--- config.mk ---
export PLATFORM = sky130hd
export DESIGN_NAME = dx_fifo_chain
export DESIGN_NICKNAME = d
export VERILOG_FILES = /design/src/rtl/dx_fifo_chain.sv
export SDC_FILE = /design/constraint.sdc
export NUM_CORES = 1
export LEC_CHECK = 0
export BUFFER_PORTS_ARGS = -buffer_cell sky130_fd_sc_hd__buf_4
export CORE_ASPECT_RATIO = 1.2
export CORE_MARGIN = 4
export CORE_UTILIZATION = 35
export DETAILED_ROUTE_END_ITERATION = 12
export SLEW_MARGIN = 20
export SYNTH_ARGS = -nofsm -noshare
export SYNTH_HDL_FRONTEND = slang
export SYNTH_SLANG_ARGS = --single-unit
--- constraint.sdc ---
create_clock -name clk -period 6.5 [get_ports clk]
set_input_delay 0.325 -clock clk [delete_from_list [all_inputs] [get_ports clk]]
set_output_delay 0.325 -clock clk [all_outputs]
set_load 0.02 [all_outputs]
--- src/rtl/dx_fifo_chain.sv ---
module dx_fifo_chain #(
  parameter int WIDTH     = 9,
  parameter int SEG_DEPTH = 8,
  parameter int SEGMENTS  = 4
) (
  input  logic                clk,
  input  logic                rst_n,
  input  logic [SEGMENTS-1:0] first_n,
  input  logic                wr_en,
  input  logic [WIDTH-1:0]    wr_data,
  input  logic                rd_en,
  output logic [WIDTH-1:0]    rd_data,
  output logic                rd_valid,
  output logic                full,
  output logic                empty,
  output logic [SEGMENTS-1:0] exp_out
);
  localparam int AW = $clog2(SEG_DEPTH);
  localparam logic [AW-1:0] LAST = AW'(SEG_DEPTH - 1);

  logic [SEGMENTS-1:0] wtok, rtok, seg_full, seg_empty;
  logic [SEGMENTS-1:0] wr_hit, rd_hit, wlast, rlast;
  logic [WIDTH-1:0]    seg_rd [SEGMENTS];
  logic [WIDTH-1:0]    rd_sel;

  for (genvar i = 0; i < SEGMENTS; i++) begin : g_seg
    localparam int PREV = (i + SEGMENTS - 1) % SEGMENTS;
    logic [AW:0]      wptr, rptr;
    logic [WIDTH-1:0] mem [SEG_DEPTH];

    assign seg_empty[i] = (wptr == rptr);
    assign seg_full[i]  = (wptr[AW] != rptr[AW]) && (wptr[AW-1:0] == rptr[AW-1:0]);
    assign wr_hit[i]    = wr_en && wtok[i] && !seg_full[i];
    assign rd_hit[i]    = rd_en && rtok[i] && !seg_empty[i];
    assign wlast[i]     = wr_hit[i] && (wptr[AW-1:0] == LAST);
    assign rlast[i]     = rd_hit[i] && (rptr[AW-1:0] == LAST);
    assign exp_out[i]   = wlast[i] | rlast[i];
    assign seg_rd[i]    = mem[rptr[AW-1:0]];

    always_ff @(posedge clk) begin
      if (!rst_n) begin
        wptr    <= '0;
        rptr    <= '0;
        wtok[i] <= !first_n[i];
        rtok[i] <= !first_n[i];
      end else begin
        if (wr_hit[i]) begin
          mem[wptr[AW-1:0]] <= wr_data;
          wptr <= wptr + 1'b1;
        end
        if (rd_hit[i]) rptr <= rptr + 1'b1;
        wtok[i] <= (wtok[i] && !wlast[i]) || wlast[PREV];
        rtok[i] <= (rtok[i] && !rlast[i]) || rlast[PREV];
      end
    end
  end

  always_comb begin
    rd_sel = '0;
    for (int k = 0; k < SEGMENTS; k++)
      if (rd_hit[k]) rd_sel = rd_sel | seg_rd[k];
  end

  assign full  = &seg_full;
  assign empty = &seg_empty;

  always_ff @(posedge clk) begin
    if (!rst_n) begin
      rd_data  <= '0;
      rd_valid <= 1'b0;
    end else begin
      rd_valid <= |rd_hit;
      if (|rd_hit) rd_data <= rd_sel;
    end
  end
endmodule

==> qor.yml <==
status:
  status: "completed"
synth:
  ys_async_sr_fraction: 0
  synth-seq-area-share: 0.714
  syn_inst: 766
  synth_top_area_frac: 0.624
  synth_edf_count: 288
  synth_area_sq_mm: 0.0139
  ys_ff_latch: 350
  yosys_warnings: 0
  synthTopCellsByArea: "edfxtp_1 62%, mux4_2 12%, dfxtp_1 9.0%, mux2i_1 2.5%, nor2_1 1.9%"
  syn-num-nets: 799
  yosys.area.top_type: "edfxtp_1"
  avgSynthCellArea_sq_um: 18.1
  yosys_most_used_dff: "edfxtp_1"
  yosysUniqueCellTypes: 40
clocking:
  post-cts-setup-buffers: 0
  cts_root_buf: "clkbuf_16"
  cts.sinks: 350
  cts-hold-fix-buffers: 0
  clk_latency_ns: 0.56
  clockBufferDepth: 3
  cts_buffers: 31
  clkTransAtPathRegs_ns: 0.06
  cts_tree: "built"
  cts_resized: 0
  cts.htree.levels: 1
timing:
  rsz0062_at_grt: "no"
  period_share: 0.485
  max_slew_margin: 0.271
  slew_violations: 0
  fin_ws_ns: 3.35
  period_minus_slack_ns: 3.15
  tightest_slew_ns: 1.09
  finalSetupViolations: 0
  fmax_ghz: 0.317
  finalHoldViolCount: 0
  hold_ws_ns: 0.112
  fin_skew_ns: 0.0129
  setup_tns_ns: 0
global_route:
  grt_pass1_wl_microns: 43900
  grt_start_max_net_pins: 47
  grt_pass1_vias: 7092
  grt-ovfl-total: 0
  groute.usage.overall: 0.133
  antenna_found_initial: 0
setup_path:
  rr_startpoint: "g_seg[3].wptr[0]"
  startpoint: "g_seg[2].wptr[0]"
  critPathRequiredTime_ns: 6.17
  critPathMaxFanout: 9
  cp_data_arrival_time_ns: 2.83
  startpoint_type: "flip-flop"
  crit_type: "flip-flop to output pin"
  end_kind: "output pin"
floorplanning:
  die_y_microns: 226
  chipWidth_microns: 190
  core.rowCount: 79
  coreArea_sq_mm: 0.0389
  initial_core_util: 0.356
  pin_count: 33
  die_area_sq_mm: 0.0429
route:
  routed_wl_microns: 28300
  vias_per_cell: 5.01
  routedWlPerCell_microns: 20.9
  first_pass_iters: 4
  ant_nets: 0
  drt-initial-drc-count: 511
  dr_total_vias: 6772
  post-route-drc-count: 0
pwr:
  peakVddDrop_mv: 0.174
  power_density_mw_per_mm2: 300
  p_leak_nw: 5.02
place:
  portBuffers: 32
  placed_area_sq_mm: 0.0147
  dp_slack_ns: 3.49
  gp_congestion: 0.780
  hpwl_microns: 18100
worst_hold_path:
  min-delay-start: "first_n[1]"
  min_path_type: "input pin to flip-flop"
cells_and_area:
  nNetsFinal: 836
  antenna_cells: 0
  finalInstanceArea_sq_mm: 0.0157
  syn_to_final_growth_pct: 13.2
  drive_above_1_share: 0.233
flow_run:
  maxCapViolCount: 0
[cell usage in the layout (no fill, tap or decap), types with 10 or more instances in the layout]
master / instances
mux2_2: 18
nand2_1: 31
edfxtp_1: 288
mux2i_1: 34
dfxtp_1: 62
nor2_1: 69
buf_4: 44
mux4_2: 72
xor2_1: 15
xnor2_1: 22
nand3_1: 10
ha_1: 16
clkbuf_16: 31
[layout make-up]
class | count | area [sq um]
Clock buffer | 35 | 791
Clock inverter | 22 | 223
Fill cell | 3496 | 23300
Inverter | 1 | 3.75
Multi-Input combinational cell | 375 | 3800
Sequential cell | 350 | 9890
Tap cell | 526 | 658
Timing Repair Buffer | 44 | 330
[stage by stage]
stage | std cells | power [mW] | utilization
floorplan | 766 | 2.80 | -
global placement | 1296 | 2.93 | 0.376
detailed placement | 1296 | 2.94 | 0.376
CTS | 1353 | 4.76 | 0.402
global route | 1353 | 4.89 | 0.403
finish | 1353 | 4.70 | 0.403
[layer usage]
| layer | track usage | part of all wire | vias to the layer above |
|---|---|---|---|
| li1 | - | - | 3099 |
| met1 | 0.189 | 0.46 | 3501 |
| met2 | 0.220 | 0.48 | 144 |
| met3 | 0.0159 | 0.039 | 28 |
| met4 | 0.0373 | 0.019 | 0 |
| met5 | 0 | 0 | - |
[cells by family after synthesis]
kind of cell | after synthesis | share of synthesized area
AO/OA/AOI/OAI | 49 | 0.0269
flip-flops | 350 | 0.714
buffers and inverters | 41 | 0.0154
XOR/XNOR | 38 | 0.0246
adder cells (fa/ha/maj) | 16 | 0.0144
multiplexers | 124 | 0.156
AND/OR/NAND/NOR | 148 | 0.0488
[worst max-delay path, cell delays in order, from the launching register on]
cell and delay (ns):
dfxtp_1 0.39, xnor2_1 0.37, nand3_1 0.15, or4_1 0.56, nor4_1 0.54, buf_4 0.25
[registers in the layout, indices dropped and copies added, names as in the netlist, named ones only]
name        cells
rtok            4
g_seg.mem     288
rd_data         9
wtok            4
g_seg.rptr     16
g_seg.wptr     16
rd_valid        1
[power breakdown]
group,switching [mW],internal [mW],leakage [nW]
logic,0.213,0.163,1.42
clock network,0.788,1.04,0.496
registers,0.0359,2.47,3.10
total,1.04,3.67,5.02
[path summary, 6_finish.rpt]
check                                           to  slack, ns  depth (start not counted)
worst max-delay path                         empty       3.35                          5
worst min register to register             wtok[2]       0.49                          2
worst max register to register  g_seg[3].mem[2][5]       3.61                          4
worst min-delay path                       wtok[1]       0.11                          3
[synthesized netlist by cell type (2+ instances only)]
cell      count
buf_4         2
nand3_1      10
xor2_1       15
nor3_1        8
or3_1         2
a211oi_1      9
a31oi_1       8
nand2_1      31
nand3b_1      4
nor2b_1       4
buf_1         4
mux4_2       72
nand2b_1      7
clkbuf_1     17
o21ai_0       2
nand4_1       7
edfxtp_1    288
ha_1         16
o41a_1        2
mux2_2       18
buf_6         5
a22o_1        9
dfxtp_1      62
nor2_1       69
o41ai_1       2
xnor2_1      22
and2_1        2
buf_2        11
o22ai_1       9
a21oi_1       2
a41oi_1       5
mux2i_1      34
Power figures use the tool's default switching activity.
